File: src/rtl/shadow_pkg.sv
package shadow_pkg;

    localparam int NUM_REGIONS = 13;
    localparam int PAM_BYTES   = 7;
    localparam int ATTR_W      = 2;
    localparam int REG_IDX_W   = $clog2(NUM_REGIONS);
    localparam int LK_ADDR_W   = 20;

    localparam logic [7:0] PAM_BASE_OFS = 8'h59;
    localparam logic [7:0] WIN_CTL_OFS  = 8'h72;
    localparam logic [7:0] WIN_CTL_RST  = 8'h02;
    localparam int         WIN_OPEN_BIT = 6;
    localparam int         WIN_GEN_BIT  = 3;

    localparam logic [LK_ADDR_W-1:0] FW_BASE  = 20'hF0000;
    localparam logic [LK_ADDR_W-1:0] EXP_BASE = 20'hC0000;
    localparam int                   EXP_SHIFT = 14;

    // bit 1 steers writes, bit 0 steers reads
    typedef struct packed {
        logic wr_ram;
        logic rd_ram;
    } attr_t;

    typedef struct packed {
        logic                 hit;
        logic [REG_IDX_W-1:0] region;
        attr_t                attr;
    } lookup_t;

    function automatic int ctl_byte_of(input int region);
        return (region + 1) / 2;
    endfunction

    function automatic int nibble_lsb_of(input int region);
        return (region % 2 == 1) ? 4 : 0;
    endfunction

endpackage

File: src/rtl/shadow_regfile.sv
module shadow_regfile
    import shadow_pkg::*;
#(
    parameter int N_PAM = PAM_BYTES
) (
    input  logic               clk,
    input  logic               rst,
    input  logic               wr_en,
    input  logic [7:0]         wr_addr,
    input  logic [7:0]         wr_data,
    input  logic [7:0]         rd_addr,
    output logic [7:0]         rd_data,
    output logic [N_PAM*8-1:0] pam_q,
    output logic [7:0]         win_q
);

    logic [7:0] pam_r [N_PAM];
    logic [7:0] win_r;
    logic       known_wr;

    always_ff @(posedge clk) begin
        if (rst) begin
            for (int i = 0; i < N_PAM; i++) pam_r[i] <= 8'h00;
            win_r <= WIN_CTL_RST;
        end else if (wr_en) begin
            for (int i = 0; i < N_PAM; i++) begin
                if (wr_addr == PAM_BASE_OFS + 8'(i)) pam_r[i] <= wr_data;
            end
            if (wr_addr == WIN_CTL_OFS) win_r <= wr_data;
        end
    end

    always_comb begin
        known_wr = (wr_addr == WIN_CTL_OFS);
        for (int i = 0; i < N_PAM; i++) begin
            if (wr_addr == PAM_BASE_OFS + 8'(i)) known_wr = 1'b1;
        end
    end

    always_comb begin
        rd_data = 8'h00;
        if (rd_addr == WIN_CTL_OFS) rd_data = win_r;
        for (int i = 0; i < N_PAM; i++) begin
            if (rd_addr == PAM_BASE_OFS + 8'(i)) rd_data = pam_r[i];
        end
    end

    for (genvar g = 0; g < N_PAM; g++) begin : g_flat
        assign pam_q[g*8 +: 8] = pam_r[g];
    end
    assign win_q = win_r;


    reset_value_chk: assert property (@(posedge clk)
        rst |=> (win_q == WIN_CTL_RST) && (pam_q == '0));


    win_store_chk: assert property (@(posedge clk) disable iff (rst)
        (wr_en && wr_addr == WIN_CTL_OFS) |=> win_q == $past(wr_data));


    stray_write_chk: assert property (@(posedge clk) disable iff (rst)
        (wr_en && !known_wr) |=> $stable(pam_q) && $stable(win_q));

endmodule

File: src/rtl/shadow_region_map.sv
module shadow_region_map
    import shadow_pkg::*;
#(
    parameter int N_PAM = PAM_BYTES,
    parameter int N_REG = NUM_REGIONS
) (
    input  logic [N_PAM*8-1:0]      pam_q,
    output logic [N_REG*ATTR_W-1:0] region_attr
);

    for (genvar r = 0; r < N_REG; r++) begin : g_reg
        localparam int BYTE_IX = ctl_byte_of(r);
        localparam int LSB     = BYTE_IX * 8 + nibble_lsb_of(r);
        assign region_attr[r*ATTR_W +: ATTR_W] = pam_q[LSB +: ATTR_W];
    end

endmodule

File: src/rtl/shadow_addr_lookup.sv
module shadow_addr_lookup
    import shadow_pkg::*;
#(
    parameter int N_REG  = NUM_REGIONS,
    parameter int ADDR_W = LK_ADDR_W
) (
    input  logic [ADDR_W-1:0]       lk_addr,
    input  logic [N_REG*ATTR_W-1:0] region_attr,
    output lookup_t                 result
);

    logic [ADDR_W-1:0]    offset;
    logic [REG_IDX_W-1:0] idx;

    always_comb begin
        offset = lk_addr - EXP_BASE;
        idx    = '0;
        result = '0;
        if (lk_addr >= FW_BASE) begin
            result.hit = 1'b1;
            idx        = '0;
        end else if (lk_addr >= EXP_BASE) begin
            result.hit = 1'b1;
            idx        = REG_IDX_W'(offset >> EXP_SHIFT) + REG_IDX_W'(1);
        end
        if (result.hit) begin
            result.region = idx;
            for (int r = 0; r < N_REG; r++) begin
                if (idx == REG_IDX_W'(r)) result.attr = attr_t'(region_attr[r*ATTR_W +: ATTR_W]);
            end
        end
    end

endmodule

File: src/rtl/shadow_attr_decoder.sv
module shadow_attr_decoder
    import shadow_pkg::*;
#(
    parameter int N_PAM  = PAM_BYTES,
    parameter int N_REG  = NUM_REGIONS,
    parameter int ADDR_W = LK_ADDR_W
) (
    input  logic                    clk,
    input  logic                    rst,
    input  logic                    wr_en,
    input  logic [7:0]              wr_addr,
    input  logic [7:0]              wr_data,
    input  logic [7:0]              rd_addr,
    output logic [7:0]              rd_data,
    output logic [N_REG*ATTR_W-1:0] region_attr,
    output logic                    legacy_pci_view,
    output logic                    smm_ram_view,
    input  logic [ADDR_W-1:0]       lk_addr,
    output logic                    lk_hit,
    output logic [REG_IDX_W-1:0]    lk_region,
    output logic                    lk_rd_ram,
    output logic                    lk_wr_ram
);

    logic [N_PAM*8-1:0] pam_q;
    logic [7:0]         win_q;
    lookup_t            lk_res;

    shadow_regfile #(.N_PAM(N_PAM)) u_regs (
        .clk     (clk),
        .rst     (rst),
        .wr_en   (wr_en),
        .wr_addr (wr_addr),
        .wr_data (wr_data),
        .rd_addr (rd_addr),
        .rd_data (rd_data),
        .pam_q   (pam_q),
        .win_q   (win_q)
    );

    shadow_region_map #(.N_PAM(N_PAM), .N_REG(N_REG)) u_map (
        .pam_q       (pam_q),
        .region_attr (region_attr)
    );

    shadow_addr_lookup #(.N_REG(N_REG), .ADDR_W(ADDR_W)) u_lookup (
        .lk_addr     (lk_addr),
        .region_attr (region_attr),
        .result      (lk_res)
    );

    assign legacy_pci_view = ~win_q[WIN_OPEN_BIT];
    assign smm_ram_view    = win_q[WIN_GEN_BIT];
    assign lk_hit          = lk_res.hit;
    assign lk_region       = lk_res.region;
    assign lk_rd_ram       = lk_res.attr.rd_ram;
    assign lk_wr_ram       = lk_res.attr.wr_ram;


    pci_view_chk: assert property (@(posedge clk) disable iff (rst)
        (wr_en && wr_addr == WIN_CTL_OFS) |=> legacy_pci_view == !$past(wr_data[WIN_OPEN_BIT]));


    smm_view_chk: assert property (@(posedge clk) disable iff (rst)
        (wr_en && wr_addr == WIN_CTL_OFS) |=> smm_ram_view == $past(wr_data[WIN_GEN_BIT]));


    fw_hit_chk: assert property (@(posedge clk) disable iff (rst)
        (lk_addr >= FW_BASE) |-> (lk_hit && lk_region == '0
                                  && lk_rd_ram == region_attr[0] && lk_wr_ram == region_attr[1]));


    low_miss_chk: assert property (@(posedge clk) disable iff (rst)
        (lk_addr < EXP_BASE) |-> !(lk_hit || lk_rd_ram || lk_wr_ram) && lk_region == '0);


    region_range_chk: assert property (@(posedge clk) disable iff (rst)
        lk_hit |-> lk_region < REG_IDX_W'(N_REG));

endmodule

File: config.mk
export PLATFORM = sky130hd
export DESIGN_NAME = shadow_attr_decoder
export DESIGN_NICKNAME = d
export VERILOG_FILES = /design/src/rtl/shadow_pkg.sv /design/src/rtl/shadow_regfile.sv /design/src/rtl/shadow_region_map.sv /design/src/rtl/shadow_addr_lookup.sv /design/src/rtl/shadow_attr_decoder.sv
export SDC_FILE = /design/constraint.sdc
export NUM_CORES = 1
export LEC_CHECK = 0
export BUFFER_PORTS_ARGS = -buffer_cell sky130_fd_sc_hd__buf_2
export CORE_MARGIN = 4
export CORE_UTILIZATION = 54
export DETAILED_ROUTE_END_ITERATION = 8
export HOLD_SLACK_MARGIN = 0.1
export PLACE_DENSITY_LB_ADDON = 0.2
export REMOVE_ABC_BUFFERS = 1
export SYNTH_ARGS = -nofsm -noshare
export SYNTH_HDL_FRONTEND = slang
export SYNTH_SLANG_ARGS = --single-unit
File: constraint.sdc
create_clock -name clk -period 2.19 [get_ports clk]
set_clock_uncertainty 0.2 [all_clocks]
set_input_delay 0.1095 -clock clk [delete_from_list [all_inputs] [get_ports clk]]
set_output_delay 0.1095 -clock clk [all_outputs]
set_load 0.005 [all_outputs]
# ---- Yosys cells after proc, flatten, opt, wreduce, memory -nomap -nowiden
# Memories as Yosys holds them, arrays and structs flattened.
# Cells that the tools add are included.
dict set report word_totals {
  mem_bits_rw 56
  n_memories 1
  inputBits 47
  wordCells 107
  out_inout_bits 43
  register_bits 8
}
# memory words word_bits rd rd_ports_with_merged_regs write_ports line_no
set mem_list {}
lappend mem_list {u_regs.pam_r 7 8 7 0 7 shadow_regfile.sv:17} ;# logic [7:0] pam_r [N_PAM];
dict set report op_classes {
  n_addsub 2
  magnitude_cmp 2
  n_reduce_logical 2
  muxes 63
  bitwise 8
  eq_ne 28
}
# cell n
set ops {}
lappend ops {{== test 8 x 7 -> 1 bit (second input constant)} 16}
lappend ops {{2-to-1 mux 8 bit} 15}
lappend ops {{greater-or-equal comparator 20 bit (second input constant)} 2}
lappend ops {{2-to-1 mux 1 bit} 32}
lappend ops {{2-to-1 mux 2 bit} 13}
lappend ops {{== test 4 bit (second input constant)} 5}
lappend ops {{subtractor 18 x 1 -> 18 bit (second input constant)} 1}
lappend ops {{== test 4 x 3 -> 1 bit (second input constant)} 4}
lappend ops {{== test 4 x 2 -> 1 bit (second input constant)} 2}
lappend ops {{2-to-1 mux 4 bit} 2}
lappend ops {{bitwise OR 1 bit} 7}
lappend ops {{2-to-1 mux 6 bit} 1}
lappend ops {{adder 4 x 1 -> 4 bit (second input constant)} 1}
lappend ops {{== test 4 x 1 -> 1 bit (second input constant)} 1}
lappend ops {{logical NOT 4 bit} 1}
lappend ops {{AND reduction 2 bit} 1}
lappend ops {{inverter 1 bit} 1}

# ---- Logic depth before layout (Yosys ltp)
# Gate-level depths: netlist (run 1).
dict set report logic_depth {
  word_depth 19
  ltp_mapped 9
  depth_no_buf 7
}

# ---- By module
# Synthesis (run 1) repeated with hierarchy kept, for this count alone.
dict set report unflattened {
  cells_unflattened 380
  area_unflattened_um2 3896.2
}
# mod area_per_inst_um2 instances seq_area_each_um2 cells_per_inst
set by_module_without_submodules {}
lappend by_module_without_submodules {shadow_regfile 3169.3 1 1841.8 269}
lappend by_module_without_submodules {shadow_addr_lookup 528.0 1 0.0 84}
lappend by_module_without_submodules {shadow_region_map 195.2 1 0.0 26}
lappend by_module_without_submodules {shadow_attr_decoder 3.8 1 0.0 1}

# ---- Worst setup path before layout (run 1)
# Ideal clock, no wire load.
dict set report synth_path {
  kind {input-to-output}
  from {in lk_addr[14]}
  to {out lk_wr_ram}
  arrival_time_ns 1.525
  path_stages 8
  slack_ns 0.356
  required_ns 1.881
  n_path_buf 2
  path_cell_list {buf_6 inv_1 ha_1 clkbuf_1 nor3_1 nor4_1 o31ai_1 a21oi_1}
}
dict set report synth_between {
  elab_chain_cells 19
  elab_cells_between_ends 35
  classes_between {2 x add/sub; 2 x order compare; 12 x eq/ne; 18 x mux; 1 x reduce/logical}
}
# item line_no
set synth_rtl {}
lappend synth_rtl {{start: declaration} shadow_attr_decoder.sv:18} ;# input logic [ADDR_W-1:0] lk_addr,
lappend synth_rtl {{subtractor 18 x 1 -> 18 bit} shadow_addr_lookup.sv:16} ;# offset = lk_addr - EXP_BASE;
lappend synth_rtl {{adder 4 x 1 -> 4 bit} shadow_addr_lookup.sv:24} ;# idx = REG_IDX_W'(offset >> EXP_SHIFT) + REG_IDX_W'(1);
lappend synth_rtl {{2-to-1 mux 4 bit} shadow_addr_lookup.sv:22} ;# end else if (lk_addr >= EXP_BASE) begin
lappend synth_rtl {{2-to-1 mux 4 bit} shadow_addr_lookup.sv:19} ;# if (lk_addr >= FW_BASE) begin
lappend synth_rtl {{logical NOT 4 bit} shadow_addr_lookup.sv:29} ;# if (idx == REG_IDX_W'(r)) result.attr = attr_t'(region_attr[r*ATTR_W +: ATTR_W]);
lappend synth_rtl {{2-to-1 mux 2 bit (13 in series)} shadow_addr_lookup.sv:29}
lappend synth_rtl {{2-to-1 mux 6 bit *} shadow_addr_lookup.sv:26} ;# if (result.hit) begin
lappend synth_rtl {{end: declaration} shadow_attr_decoder.sv:22} ;# output logic lk_wr_ram
# Every way passes the cells marked *; elsewhere a longest branch is shown, timed or not.

==> metrics.yaml, run 1 <==
fin_crit_ns: 2.07
p_sw_frac: 0.258
crit_path_start_kind: "register"
vdd_drop_max_mv: 0.548
drc: 0
synthArstFlopShare: 0
final-hold-violation-count: 0
power_switching_mw: 0.713
fmax_ghz: 0.482
pwr-share-comb: 0.126
dr.pass1.iters: 5
finalCoreUtilization: 0.664
worstMarginPinSlew_ns: 0.449
syn_inst: 383
diodes: 0
clock_latency_ns: 0.34
finalCritPeriodShare: 0.947
ios: 90
path_max_fanout: 3
report.final.slew_viol_count: 0
p_int_mw: 2.05
drt-vias-per-instance: 5.99
synth.distinct_cells: 56
clock_sinks: 64
grtUsageTotal: 0.248
p_leak_nw: 1.93
avgSynthCellArea_um2: 9.80
final_nets: 514
dieArea_mm2: 0.00835
cellPowerDensity_mw_per_mm2: 617
power_frac_clock: 0.361
drive_above_1_share: 0.266
hold_class: "input port to register"
rows: 30
grt_pass1_vias: 3220
grt_pass1_wl_mm: 16.0
htreeDepth: 3
endpoint_kind: "output port"
gp_congestion: 0.999
drt_wl_total_mm: 10.0
antenna_left: 0
synth_ff_type: "edfxtp_1"
synth_area_mm2: 0.00375
portBuffers: 75
place_hpwl_mm: 7.50
layout_common_cells: "buf_2 (75), nor2_1 (70), edfxtp_1 (56)"
cts_tree: "done"
ys_seq_area_frac: 0.491
die_x_um: 91.4
antenna_found_initial: 0
outcome: "finished, final reports clean"
die_h_um: 91.4
cts_buffers: 9
gr-total-overflow: 0
vias: 3296
drv_cap: 0
slew_headroom: 0.700
cp.required_ns: 1.88
final_common_cell: "buf_2"
wl_per_cell_um: 18.2
clock_path_buffers: 2
clk_pin_slew_worst_paths_ns: 0.07
dr.first_iter.drc_count: 315
area_growth_pct: 19.5
seqPwrFrac: 0.513
cts-root-buf: "clkbuf_8"
power_mw: 2.77
place_ws_ns: 0.173
yosys_warnings: 0
finalSetupViolations: 0
core-area_mm2: 0.00676
crit_arrival_ns: 1.76
worst_slack_ns: 0.116
initial_utilization: 0.555
synth-edff-count: 56
worstSetupPathType: "register to output port"
grt_max_degree: 24
ys_ff_latch: 64
finalSetupTns_ns: 0
metal layers:
metal | part of all wire | wire [µm] | up-vias | GRT usage
met5 | 0 | 0 | - | 0
met4 | 0.026 | 265 | 0 | 0.0992
met3 | 0.082 | 825 | 24 | 0.0497
met2 | 0.50 | 5030 | 177 | 0.424
met1 | 0.39 | 3910 | 1565 | 0.306
li1 | - | - | 1530 | -
through the flow:
stage	std cells	instance area (µm²)	hold WS [ns]
after CTS	548	4460	0.110
after detailed placement	515	4090	0.166
after global routing	550	4480	0.122
after floorplan	342	3480	-0.0181
final	550	4480	0.109
after global placement	515	4090	0.153
power by group through the flow:
stage                     clock network [mW]  logic [mW]  registers (mW)
after floorplan                            0       0.158            1.44
after global routing                    1.07       0.380            1.43
after detailed placement                   0       0.327            1.45
after CTS                               1.01       0.340            1.42
final                                  0.999       0.348            1.42
after global placement                     0       0.319            1.44
cell type report:
class                           count  area, µm²
Fill cell                         539       2270
Sequential cell                    64       1840
Multi-Input combinational cell    259       1580
Timing Repair Buffer              112        696
Clock buffer                        9        124
Tap cell                           80        100
Clock inverter                      7       72.6
Inverter                           19       71.3
worst paths after layout:
check,startpoint,end,slack [ns],depth (start not counted)
setup / recovery,u_regs.pam_r[0][12],lk_rd_ram,0.12,6
hold / removal,wr_addr[5],u_regs.win_q[1],0.11,3
setup reg to reg,u_regs.win_q[0],u_regs.win_q[0],0.71,3
hold reg to reg,u_regs.win_q[1],u_regs.win_q[1],0.36,1
state kept, by name, summed over array words and instances (netlist names):
register	cells
u_regs.pam_r	56
u_regs.win_q	8
cells in the mapped netlist, types with 6 or more instances:
| library cell | n | area share |
|---|---|---|
| inv_1 | 18 | 0.018 |
| nand2_1 | 29 | 0.029 |
| nor2b_1 | 7 | 0.012 |
| buf_2 | 8 | 0.011 |
| dfxtp_1 | 8 | 0.043 |
| a22o_1 | 8 | 0.019 |
| o21ai_1 | 8 | 0.011 |
| buf_4 | 27 | 0.054 |
| nor2_1 | 70 | 0.070 |
| edfxtp_1 | 56 | 0.45 |
| a22oi_1 | 15 | 0.030 |
| a21o_1 | 6 | 0.012 |
| o21ai_0 | 18 | 0.024 |
| nand2b_1 | 18 | 0.030 |
| mux2i_1 | 12 | 0.032 |
what timing repair did:
item,4_1_cts,5_1_grt
resized for setup,0,3
endpoints found under the hold margin,27,0
endpoints found under the setup margin,0,1
hold buffers,17,0
buffers inserted,0,2
worst max-delay path: stages, from the launching register on:
cell      delay, ns
edfxtp_1       0.43
o31a_1         0.33
a211oi_2       0.20
a311oi_1       0.07
nor3_1         0.19
a211oi_1       0.07
buf_2          0.14
logic make-up after synthesis:
family                   share of synthesized area
AO/OA/AOI/OAI                                0.170
adder cells (fa/ha/maj)                    0.00667
buffers and inverters                       0.0917
flip-flops                                   0.491
multiplexers                                0.0320
AND/OR/NAND/NOR                              0.209
(Power assumes the default switching activity.)
==> run 2, diff against run 1 <==
- ABC_AREA: not set -> 1
- CORE_MARGIN: 4 -> 2
==> run 2 against run 1 <==
Clock power shrank 4.1%. Area after synthesis shrank 2.9%. Global-route usage shrank 1.7 points. Final cell count grew 8.7%. Count of clock-buffer cells in the layout grew 1. Via count shrank 4.1%. Register-to-register slack gained 0.11 ns. Synthesized cell count grew 11%.
==> metrics.yaml, run 2 <==
die_x_um: 86.1
dr.pass1.iters: 5
synth.distinct_cells: 35
cpMaxStageDelayCell: "a221oi_1"
synth_common_cells: "nand2_1 (86), nor2_1 (69), edfxtp_1 (56)"
finalCritPeriodShare: 0.940
drt-vias-per-instance: 5.29
diodes: 0
grt_max_degree: 24
startpoint: "rd_addr[6]"
die_h_um: 86.1
drc: 0
cp_num_buf_inv: 5
dieArea_mm2: 0.00742
rsz0062_at_grt: "yes"
rows: 29
synth_top_area_frac: 0.462
report.final.slew_viol_count: 0
ys_seq_area_frac: 0.505
synth_ff_type: "edfxtp_1"
drive_above_1_share: 0.288
yosysMostFrequentCell: "nand2_1"
dr.first_iter.drc_count: 146
yosys-top-cells-area: "edfxtp_1 (46%), nand2_1 (8.9%), nor2_1 (7.1%)"
antenna_found_initial: 0
hold_class: "input port to register"
outcome: "finished, final reports clean"
avgSynthCellArea_um2: 8.59
cellPowerDensity_mw_per_mm2: 601
area_growth_pct: 21.4
met3WireLength_um: 429
cp_top_family: "buffers and inverters"
ios: 90
final-hold-violation-count: 0
finalSetupViolations: 0
clock_path_buffers: 2
top_register: "u_regs.pam_r"
worstMarginPinSlew_ns: 0.600
syn_inst: 424
yosys_warnings: 0
core-area_mm2: 0.00642
clock_sinks: 64
vias: 3161
htreeDepth: 3
ys_ff_latch: 64
path_cells: "buf_2 > nand2_1 > nor3_4 > inv_2 > nor3_1 > nand2_1 > inv_1 > buf_4 > a221oi_1 > nand4_1 > buf_2"
hold_slack_ns: 0.122
cp.required_ns: 1.88
slew_headroom: 0.600
highest_layer: "met4"
cts_buffers: 9
wl_per_cell_um: 14.0
r2r_start: "u_regs.win_q[1]"
clk_pin_slew_worst_paths_ns: 0.06
cts_tree: "done"
p_leak_nw: 2.02
place_hpwl_mm: 6.40
yosys.area.top_type: "edfxtp_1"
fill_cells: 543
wl_met2_mm: 4.16
antenna_left: 0
grt_pass1_wl_mm: 13.0
gp_congestion: 0.858
clock_latency_ns: 0.33
endpoint_kind: "output port"
synthArstFlopShare: 0
drt_wl_total_mm: 8.39
grt_pass1_vias: 2873
path_max_fanout: 6
fin_crit_ns: 2.06
layout_common_cells: "nand2_1 (86), buf_2 (73), nor2_1 (67)"
final_common_cell: "nand2_1"
min-delay-start: "wr_addr[7]"
initial_utilization: 0.567
drv_cap: 0
worstSetupPathType: "input port to output port"
synth-edff-count: 56
fmax_ghz: 0.486
grtUsageTotal: 0.231
final_nets: 565
synth_area_mm2: 0.00364
portBuffers: 75
crit_path_start_kind: "input port"
cts-root-buf: "clkbuf_8"
gr-total-overflow: 0
crit_arrival_ns: 1.75
finalSetupTns_ns: 0
vdd_drop_max_mv: 0.410
met1_length_mm: 3.40
cp_slowest_stage_delay_ns: 0.39
largest_reg_flops: 56
[run 2: cell types whose count changed after synthesis, moves of 15 or more]
cell,change
nand2_1,+57
inv_1,+37
nand3_1,+27
nand2b_1,-18
a22oi_1,-15
[run 2: area by class of cell]
type / count / area, µm² / share of cell area
Clock inverter: 6 / 60.1 / 0.0136
Multi-Input combinational cell: 268 / 1400 / 0.316
Tap cell: 77 / 96.3 / 0.0218
Sequential cell: 64 / 1840 / 0.416
Inverter: 64 / 240 / 0.0543
Clock buffer: 10 / 128 / 0.0288
Timing Repair Buffer: 109 / 662 / 0.150
[run 2: what timing repair did]
action,CTS,global route
buffers inserted,0,8
hold buffers,9,0
gates resized for setup,0,13
hold endpoints to repair,48,0
endpoints found under the setup margin,0,6
[run 2: path summary, 6_finish.rpt]
kind / cells after the start / to / slack (ns)
hold reg to reg: 2 / u_regs.win_q[6] / 0.28
setup reg to reg: 3 / u_regs.win_q[1] / 0.82
hold / removal: 4 / u_regs.win_q[6] / 0.12
setup / recovery: 11 / rd_data[2] / 0.13
[run 2: through the flow]
step	worst slack [ns]	instance area (µm²)	cells	total power, mW	utilization
after CTS	0.0340	4320	590	2.64	0.672
after global placement	0.0828	4040	565	1.69	0.629
after detailed placement	0.0489	4040	565	1.70	0.629
after global routing	-0.00421	4420	598	2.75	0.689
after floorplan	0.316	3440	396	1.57	-
final	0.132	4420	598	2.66	0.689
[run 2: power by group]
part	internal, mW	switching, mW	leakage [nW]	total, mW
logic	0.111	0.173	1.33	0.285
registers	1.38	0.0330	0.597	1.42
clock network	0.519	0.439	0.0920	0.958
total	2.01	0.645	2.02	2.66
[run 2: logic make-up (layout without fill, tap and decap cells)]
group | Yosys count | count (layout) | synth area share
and+or+nand+nor | 230 | 230 | 0.304
buffers and inverters | 92 | 189 | 0.122
DFF | 64 | 64 | 0.505
AOI/OAI and AO/OA | 36 | 36 | 0.0618
adders and majority gates | 2 | 2 | 0.00687
[run 2: layer usage]
metal / global-route usage / up-vias
li1: - / 1562
met1: 0.263 / 1454
met2: 0.405 / 119
met3: 0.0452 / 26
met4: 0.128 / 0
met5: 0 / -
[run 2: worst reg2reg max path: stages (launching register included)]
cell and delay [ns]:
dfxtp_1 0.33, nand2_1 0.07, nand3_1 0.08, dlygate4sd3_1 0.57
==> run 3, diff against run 2 <==
- CORE_UTILIZATION: 54 -> 60
- CTS_BUF_LIST: not set -> sky130_fd_sc_hd__clkbuf_4 sky130_fd_sc_hd__clkbuf_8
- clock period: 2.19 -> 2.7 ns (I/O delays scaled with it)
==> run 3 against run 2 <==
Via count shrank 2.4%. Global-route usage rose by 2.7 points. Register-to-register slack better by 1.1 ns. Non-clock buffer count is 20 lower. Design area shrank 4.8%. Combinational power decreased by 26%. Critical path depth is 6 higher. Highest routed layer unchanged. Sequential share of layout area up 2.1 points. Clock power is 24% lower.
==> metrics.yaml, run 3 (synthesis results as in run 2) <==
power_mw: 2.09
grt_pass1_wl_mm: 12.8
finalSetupViolations: 0
dp.cells: 552
cp_slowest_stage_delay_ns: 0.40
cts-root-buf: "clkbuf_8"
crit_arrival_ns: 1.99
die_h_um: 81.9
vdd_drop_max_mv: 0.392
cts_resized: 0
cpMostUsedCell: "nand2_1"
grt_pass1_vias: 2946
ios: 90
gr-total-overflow: 0
cellPowerDensity_mw_per_mm2: 495
dr.first_iter.drc_count: 141
drive_above_1_share: 0.250
wl_per_cell_um: 14.1
clock_path_buffers: 2
core-area_mm2: 0.00589
layout_common_cells: "nand2_1 (86), buf_2 (75), nor2_1 (69)"
final_nets: 545
drt_wl_total_mm: 8.11
grt_max_degree: 24
cpMaxStageDelayCell: "o211ai_1"
post_cts_buffers: 0
clock_latency_ns: 0.33
p_leak_nw: 1.92
crit_path_start_kind: "input port"
grtUsageTotal: 0.259
path_cells: "buf_2 > inv_2 > ha_1 > o211ai_1 > inv_2 > nor2_2 > a21oi_1 > nand2_1 > nand2_1 > nand2_1 > nand2_1 > nand3_1 > nand2_1 > nand3_1 > nand2_1 > inv_1 > buf_2"
clk_pin_slew_worst_paths_ns: 0.06
worstSetupPathType: "input port to output port"
area_growth_pct: 15.6
slew_headroom: 0.597
holdBufCountCts: 8
portBuffers: 75
cts_buffers: 9
htreeDepth: 3
clock_sinks: 64
vias: 3086
final-hold-violation-count: 0
finalCritPeriodShare: 0.863
outcome: "finished, final reports clean"
final_common_cell: "nand2_1"
drt-vias-per-instance: 5.36
cts_tree: "done"
gp_congestion: 0.840
drc: 0
fmax_ghz: 0.429
largest_reg_flops: 56
top_register: "u_regs.pam_r"
rows: 28
fin_cells: 576
cp.required_ns: 2.37
die_x_um: 81.9
place_hpwl_mm: 6.31
hold_class: "input port to register"
endpoint_kind: "output port"
fin_crit_ns: 2.33
finalSetupTns_ns: 0
rsz0062_at_grt: "no"
worstMarginPinSlew_ns: 0.601
antenna_left: 0
drv_cap: 0
diodes: 0
dr.pass1.iters: 5
initial_utilization: 0.619
antenna_found_initial: 0
dieArea_mm2: 0.00671
report.final.slew_viol_count: 0
path_max_fanout: 5
run 3: changes by cell type in the layout (fill, tap and decap cells not counted), sizes merged:
| cell | previous run | this run |
|---|---|---|
| clkbuf | 10 | 14 |
| bufinv | 1 | 0 |
| clkinvlp | 2 | 0 |
| buf | 100 | 81 |
| clkinv | 4 | 3 |
| dlygate4sd3 | 9 | 8 |
run 3: worst paths after layout:
path	from	to	slack (ns)	cells past startpoint
max	lk_addr[14]	lk_wr_ram	0.37	17
min	wr_addr[7]	u_regs.win_q[6]	0.13	4
max reg2reg	u_regs.win_q[1]	u_regs.win_q[1]	1.91	2
min reg2reg	u_regs.win_q[5]	u_regs.win_q[5]	0.29	2
run 3: final cells by class:
class,instances,area (µm²)
Multi-Input combinational cell,268,1360
Fill cell,478,1670
Clock inverter,2,8.76
Sequential cell,64,1840
Inverter,64,240
Clock buffer,14,168
Tap cell,75,93.8
Timing Repair Buffer,89,500
run 3: per-layer routing:
metal | wire length, µm | part of all wire | global-route usage | vias to the layer above
met2 | 4080 | 0.50 | 0.454 | 120
met5 | 0 | 0 | 0 | -
met4 | 316 | 0.039 | 0.153 | 0
li1 | - | - | - | 1523
met1 | 3120 | 0.38 | 0.288 | 1417
met3 | 600 | 0.074 | 0.0538 | 26
run 3: power breakdown:
group | internal, mW | switching [mW]
clock | 0.395 | 0.329
combinational | 0.0778 | 0.134
sequential | 1.12 | 0.0262
run 3: per-stage QoR:
| step | utilization | area, µm² | setup WS (ns) | hold WS, ns |
|---|---|---|---|---|
| after global placement | 0.672 | 3960 | 0.400 | 0.151 |
| after detailed placement | 0.672 | 3960 | 0.373 | 0.154 |
| after floorplan | - | 3440 | 0.801 | 0.0482 |
| after CTS | 0.716 | 4210 | 0.365 | 0.127 |
| final | 0.716 | 4210 | 0.371 | 0.131 |
| after global routing | 0.716 | 4210 | 0.123 | 0.200 |
run 3: worst max-delay path, delay by kind of cell:
kind / cells / cell delay (ns)
buf+inv: 5 / 0.43
fa+ha+maj: 1 / 0.36
compound gates: 2 / 0.46
simple gates: 9 / 0.61
